File: config.mk
export PLATFORM = sky130hd
export DESIGN_NAME = mbox_port
export DESIGN_NICKNAME = d
export VERILOG_FILES = /design/src/rtl/mbox_pkg.sv /design/src/rtl/mbox_inbuf.sv /design/src/rtl/mbox_ctrl.sv /design/src/rtl/mbox_outbuf.sv /design/src/rtl/mbox_port.sv
export SDC_FILE = /design/constraint.sdc
export NUM_CORES = 1
export LEC_CHECK = 0
export BUFFER_PORTS_ARGS = -buffer_cell sky130_fd_sc_hd__buf_2
export CORE_UTILIZATION = 30
export CTS_CLUSTER_DIAMETER = 150
export DETAILED_ROUTE_END_ITERATION = 8
export HOLD_SLACK_MARGIN = 0.03
export PLACE_DENSITY = 0.48
export SLEW_MARGIN = 40
export SYNTH_ARGS = -nofsm -noshare
export SYNTH_HDL_FRONTEND = slang
export SYNTH_HIERARCHICAL = 1
export SYNTH_SLANG_ARGS = --single-unit
File: constraint.sdc
create_clock -name clk -period 3.55 [get_ports clk]
set_input_delay 0.5325 -clock clk [delete_from_list [all_inputs] [get_ports clk]]
set_output_delay 0.5325 -clock clk [all_outputs]
set_load 0.01 [all_outputs]
File: src/rtl/mbox_pkg.sv
package mbox_pkg;
  localparam logic [7:0] CODE_START = 8'h01;
  localparam logic [7:0] CODE_EOC   = 8'h03;
  localparam logic [7:0] CODE_ABORT = 8'h22;

  typedef enum logic [1:0] {
    M_IDLE = 2'd0,
    M_RECV = 2'd1,
    M_BUSY = 2'd2
  } mode_e;

  typedef enum logic [1:0] {
    K_DATA  = 2'd0,
    K_START = 2'd1,
    K_END   = 2'd2
  } kind_e;

  function automatic logic [7:0] pack_status(input logic obf, input logic ibf,
                                             input logic f0, input logic a2,
                                             input logic rdy, input logic ibr);
    return {2'b00, ibr, rdy, a2, f0, ibf, obf};
  endfunction

  function automatic logic len_bad(input logic [31:0] cnt, input logic [31:0] len,
                                   input logic [31:0] min_len);
    return (cnt < min_len) || (len != cnt);
  endfunction
endpackage

File: src/rtl/mbox_inbuf.sv
module mbox_inbuf #(
  parameter int W = 8
) (
  input  logic         clk,
  input  logic         rst_n,
  input  logic         flush,
  input  logic         wr_en,
  input  logic         wr_cmd,
  input  logic [W-1:0] wr_byte,
  input  logic         pop,
  output logic         full,
  output logic [W-1:0] byte_q,
  output logic         is_cmd,
  output logic         drop,
  output logic         pop_evt
);
  assign drop    = wr_en && full;
  assign pop_evt = pop && full && !flush;

  always_ff @(posedge clk) begin
    if (!rst_n || flush) begin
      full   <= 1'b0;
      byte_q <= '0;
      is_cmd <= 1'b0;
    end else if (wr_en && !full) begin
      full   <= 1'b1;
      byte_q <= wr_byte;
      is_cmd <= wr_cmd;
    end else if (pop_evt) begin
      full <= 1'b0;
    end
  end
endmodule

File: src/rtl/mbox_ctrl.sv
module mbox_ctrl
  import mbox_pkg::*;
#(
  parameter int W = 8
) (
  input  logic         clk,
  input  logic         rst_n,
  input  logic         cancel,
  input  logic         host_wr,
  input  logic         host_addr,
  input  logic         drop,
  input  logic         pop_evt,
  input  logic         pop_cmd,
  input  logic [W-1:0] pop_byte,
  input  logic         end_taken,
  output mode_e        mode,
  output logic         a2,
  output logic         proto_err
);
  always_ff @(posedge clk) begin
    if (!rst_n) begin
      mode      <= M_IDLE;
      a2        <= 1'b0;
      proto_err <= 1'b0;
    end else begin
      if (host_wr) a2 <= host_addr;
      if (drop) proto_err <= 1'b1;
      if (cancel) begin
        mode <= M_IDLE;
      end else if (end_taken) begin
        mode <= M_IDLE;
      end else if (pop_evt && pop_cmd) begin
        if (pop_byte == CODE_START && mode == M_IDLE) mode <= M_RECV;
        else if (pop_byte == CODE_EOC && mode == M_RECV) mode <= M_BUSY;
      end
    end
  end
endmodule

File: src/rtl/mbox_outbuf.sv
module mbox_outbuf
  import mbox_pkg::*;
#(
  parameter int W       = 8,
  parameter int CNT_W   = 16,
  parameter int MIN_LEN = 6
) (
  input  logic         clk,
  input  logic         rst_n,
  input  logic         flush,
  input  logic         push,
  input  logic [1:0]   kind,
  input  logic [W-1:0] push_byte,
  input  logic         host_rd,
  output logic         obf,
  output logic         f0,
  output logic [W-1:0] byte_q,
  output logic         end_taken,
  output logic         len_err
);
  localparam logic [CNT_W-1:0] CNT_MAX = {CNT_W{1'b1}};
  localparam int               LEN_LO  = 2;
  localparam int               LEN_HI  = LEN_LO + 3;

  logic             hold_end;
  logic [CNT_W-1:0] cnt;
  logic [31:0]      len;

  assign end_taken = host_rd && obf && hold_end && !flush;

  always_ff @(posedge clk) begin
    if (!rst_n || flush) begin
      obf      <= 1'b0;
      f0       <= 1'b0;
      byte_q   <= '0;
      hold_end <= 1'b0;
    end else if (push) begin
      obf      <= 1'b1;
      f0       <= (kind != K_DATA);
      hold_end <= (kind == K_END);
      case (kind)
        K_START: byte_q <= W'(CODE_START);
        K_END:   byte_q <= W'(CODE_EOC);
        default: byte_q <= push_byte;
      endcase
    end else if (host_rd && obf) begin
      obf      <= 1'b0;
      f0       <= 1'b0;
      hold_end <= 1'b0;
    end
  end

  always_ff @(posedge clk) begin
    if (!rst_n || flush) begin
      cnt     <= '0;
      len     <= '0;
      len_err <= 1'b0;
    end else if (push) begin
      case (kind)
        K_START: begin
          cnt     <= '0;
          len     <= '0;
          len_err <= 1'b0;
        end
        K_END: len_err <= len_bad(32'(cnt), len, 32'(MIN_LEN));
        default: begin
          if (cnt != CNT_MAX) cnt <= cnt + 1'b1;
          if (cnt >= CNT_W'(LEN_LO) && cnt <= CNT_W'(LEN_HI))
            len <= {len[23:0], 8'(push_byte)};
        end
      endcase
    end
  end
endmodule

File: src/rtl/mbox_port.sv
module mbox_port
  import mbox_pkg::*;
#(
  parameter int W       = 8,
  parameter int CNT_W   = 16,
  parameter int MIN_LEN = 6
) (
  input  logic         clk,
  input  logic         rst_n,
  input  logic         hst_we,
  input  logic         hst_re,
  input  logic         hst_addr,
  input  logic [W-1:0] hst_wdata,
  output logic [W-1:0] hst_rdata,
  output logic         in_valid,
  output logic [W-1:0] in_data,
  output logic         in_is_cmd,
  input  logic         in_pop,
  input  logic         rsp_valid,
  input  logic [1:0]   rsp_kind,
  input  logic [W-1:0] rsp_data,
  output logic         rsp_ready,
  output logic         proto_err,
  output logic         rsp_len_err
);
  mode_e      mode;
  logic       a2, obf, f0, end_taken;
  logic       wr_cmd, wr_dat, cancel, buf_wr, buf_drop, pop_evt, drop_evt;
  logic       push_evt, host_rd;
  logic [W-1:0] obuf;
  logic [7:0]   status;

  assign wr_cmd   = hst_we && hst_addr;
  assign wr_dat   = hst_we && !hst_addr;
  assign cancel   = wr_cmd && (hst_wdata == W'(CODE_ABORT));
  assign buf_wr   = (wr_dat && mode == M_RECV) || (wr_cmd && !cancel);
  assign drop_evt = (wr_dat && mode != M_RECV) || buf_drop;
  assign rsp_ready = !obf && (mode == M_BUSY);
  assign push_evt  = rsp_valid && rsp_ready && !cancel;
  assign host_rd   = hst_re && !hst_addr;

  assign status    = pack_status(obf, in_valid, f0, a2, mode == M_IDLE, mode == M_RECV);
  assign hst_rdata = hst_addr ? W'(status) : obuf;

  mbox_inbuf #(.W(W)) u_in (
    .clk(clk), .rst_n(rst_n), .flush(cancel),
    .wr_en(buf_wr), .wr_cmd(hst_addr), .wr_byte(hst_wdata),
    .pop(in_pop), .full(in_valid), .byte_q(in_data), .is_cmd(in_is_cmd),
    .drop(buf_drop), .pop_evt(pop_evt)
  );

  mbox_ctrl #(.W(W)) u_ctrl (
    .clk(clk), .rst_n(rst_n), .cancel(cancel),
    .host_wr(hst_we), .host_addr(hst_addr), .drop(drop_evt),
    .pop_evt(pop_evt), .pop_cmd(in_is_cmd), .pop_byte(in_data),
    .end_taken(end_taken), .mode(mode), .a2(a2), .proto_err(proto_err)
  );

  mbox_outbuf #(.W(W), .CNT_W(CNT_W), .MIN_LEN(MIN_LEN)) u_out (
    .clk(clk), .rst_n(rst_n), .flush(cancel),
    .push(push_evt), .kind(rsp_kind), .push_byte(rsp_data),
    .host_rd(host_rd), .obf(obf), .f0(f0), .byte_q(obuf),
    .end_taken(end_taken), .len_err(rsp_len_err)
  );
endmodule

==> metrics.yaml <==
run_status:
  status: "complete, no violations"
finish:
  final_common_cell: "dfxtp_1"
  layout.cells.most_common_list: "dfxtp_1, buf_2, nand2_1, a22o_1"
  nFillCells: 1173
  area_growth_pct: 18.1
  nets: 450
  diodes: 0
  stdcell_count: 567
  drive_above_1_share: 0.200
global_routing:
  grt.total_usage: 0.149
  antenna_found_initial: 0
  grt_max_degree: 33
  use_met1: 0.196
  grt_busiest_layer: "met2"
  grt_pass1_wl_um: 13500
  grt_pass1_vias: 2626
  grt.overflow.total: 0
  grt_use_met3: 0.0429
  grt_use_met2: 0.231
timing:
  hold_violations: 0
  finalCritPeriodShare: 0.706
  min_period_ns: 2.51
  tightest_slew_ns: 0.592
  report.final.slew_viol_count: 0
  fin_setup_tns_ns: 0
  fin_skew_ns: 0.00625
  fmax_ghz: 0.399
  rsz0062_at_grt: "false"
  max_slew_margin: 0.595
  setup_viol: 0
  finalWorstSetupSlack_ns: 1.04
hold_path:
  hp-class: "input pin to flop"
  hp-start: "rsp_data[7]"
  hold_depth: 2
  min_to: "u_out/len[7]"
detailed_routing:
  wl_per_cell_um: 15.1
  post-route-drc-count: 0
  first_pass_iters: 4
  ant_nets: 0
  viasPerCell: 5.01
  dr.first_iter.drc_count: 143
  drt_wl_total_um: 8540
  vias: 2843
floorplan:
  fp.dieW_um: 110
  io_pins: 46
  dieArea_mm2: 0.0121
  start_util: 0.308
  die_h_um: 110
  rows: 39
  core_mm2: 0.0114
clock_network:
  numCtsBuffers: 9
  htree_levels: 3
  cts_resized: 0
  cts_tree: "yes"
  clock-root-buffer: "clkbuf_16"
  clock-sinks: 74
  clkLatencyLatePin_ns: 0.33
  clk_pin_slew_ns: 0.06
  cts_setup_buffers: 0
  holdBufCountCts: 0
  clockBufferDepth: 2
synth:
  synth_area_leaders: "dfxtp_1, a22o_1, nand2_1"
  synth_area_mm2: 0.00351
  syn_avg_cell_area_um2: 9.27
  synth_top_area_share: 0.422
  synthArstFlopShare: 0
  synth_edf_count: 0
  ys_seq_area_frac: 0.422
  yosysTopAreaCell: "dfxtp_1"
  synth_ff_type: "dfxtp_1"
  ys_types: 57
  syn-instance-count: 379
  yosysWarningCount: 6
  synth.net_count: 410
  synth_seq_cells: 74
pwr:
  total_power_w: 0.00186
  power.leakage_nw: 1.63
  power_density_mw_per_mm2: 449
  ir_drop_uv: 385
placement:
  dp_slack_ns: 0.780
  dp_cells: 551
  port_buffers: 45
  routabilityCongestion: 0.768
  dp.final_hpwl_um: 6180
critical_path:
  rrSetupSlack_ns: 1.04
  cp.arrival_ns: 2.77
  end_kind: "flop"
  reg2reg_depth: 8
  r2r-start: "u_ctrl/mode[1]"
  path_class: "flop to flop"
  r2r-end: "u_out/cnt[11]"
  critPathLaunchType: "flop"
  required_ns: 3.82
  critPathMaxFanout: 16
flow_run:
  drv_cap: 0
worst max-delay path, cell delays in order (launching register included):
cell and delay [ns]:
dfxtp_1 0.39, nor3b_1 0.27, nand2_1 0.11, nor2_1 0.20
buf_4 0.25, nor2b_1 0.22, nand2_1 0.17, a2111oi_0 0.60
mux2i_1 0.23
stage by stage:
stage | cell area (um^2) | hold WS (ns) | util
after floorplan | 3510 | 0.450 | -
after global placement | 3830 | 0.448 | 0.336
after detailed placement | 3840 | 0.452 | 0.336
after CTS | 4150 | 0.411 | 0.363
after global routing | 4150 | 0.413 | 0.363
final | 4150 | 0.425 | 0.363
worst max path at each step:
| stage | from | to | slack (ns) |
|---|---|---|---|
| after floorplan | hst_wdata[0] | u_out/len[16] | 1.04 |
| after global placement | hst_wdata[4] | u_out/len[20] | 0.52 |
| after detailed placement | hst_wdata[1] | u_out/cnt[11] | 0.78 |
| after CTS | u_ctrl/mode[1] | u_out/cnt[11] | 1.09 |
| after global routing | u_ctrl/mode[1] | u_out/cnt[11] | 0.91 |
| final | u_ctrl/mode[1] | u_out/cnt[11] | 1.04 |
per-layer routing:
metal  wire [um]  up-vias
met5           0        -
met4          59        0
met3         289        4
met2        3970       46
met1        4230     1333
li1            -     1460
sequential cells by signal, indices dropped and copies added, names as in the netlist:
name              cells
u_out/f0              1
u_ctrl/proto_err      1
u_in/byte_q           8
u_in/full             1
u_out/len            32
u_out/byte_q          8
u_out/hold_end        1
u_out/len_err         1
u_out/cnt            16
u_ctrl/mode           2
u_in/is_cmd           1
u_ctrl/a2             1
u_out/obf             1
synthesized netlist by cell type, types with 2 or more instances:
master     n
nor2_1    23
a22o_1    32
ha_1       6
mux2i_1   10
xnor2_1   15
o22ai_1    2
dfxtp_1   74
o31a_1     2
nor4b_2    3
o21a_1     2
and2_1     3
nand2_1   43
nor4_1     8
nor4_4     2
and3_1     2
a21oi_1   23
nor3_1     4
mux2_2     5
nand3_1    6
a2111o_1   2
inv_1     11
nor2b_1   13
or2_1      2
or3_1      7
o21ai_1    2
nor3b_1    3
nand2b_1   7
buf_6      3
clkbuf_1   7
buf_2     10
nand4_1    9
a31oi_1    3
a211oi_1   7
buf_4      3
and4_1     3
cells by family after synthesis:
group           count (synthesis)  synth area share
compound gates                 88             0.187
mux                            16            0.0477
simple gates                  144             0.232
fa+ha+maj                       6            0.0214
flops                          74             0.422
buf+inv                        35            0.0506
xor+xnor                       16            0.0399
report_power, final:
group	total [W]	switching [W]	internal, W
Clock	0.000935	0.000380	0.000555
Combinational	0.0000862	0.0000522	0.0000340
Sequential	0.000843	0.00000556	0.000837
final cells by class:
cell class	count	area [um^2]	share of cell area
clock buffers	9	225	0.0543
repair buffers	53	285	0.0688
clock inverters	7	81.3	0.0196
flip-flops and latches	74	1480	0.357
inverters	11	41.3	0.00995
well taps	143	179	0.0431
multi-input cells	270	1850	0.447
(Power assumes the default switching activity.)
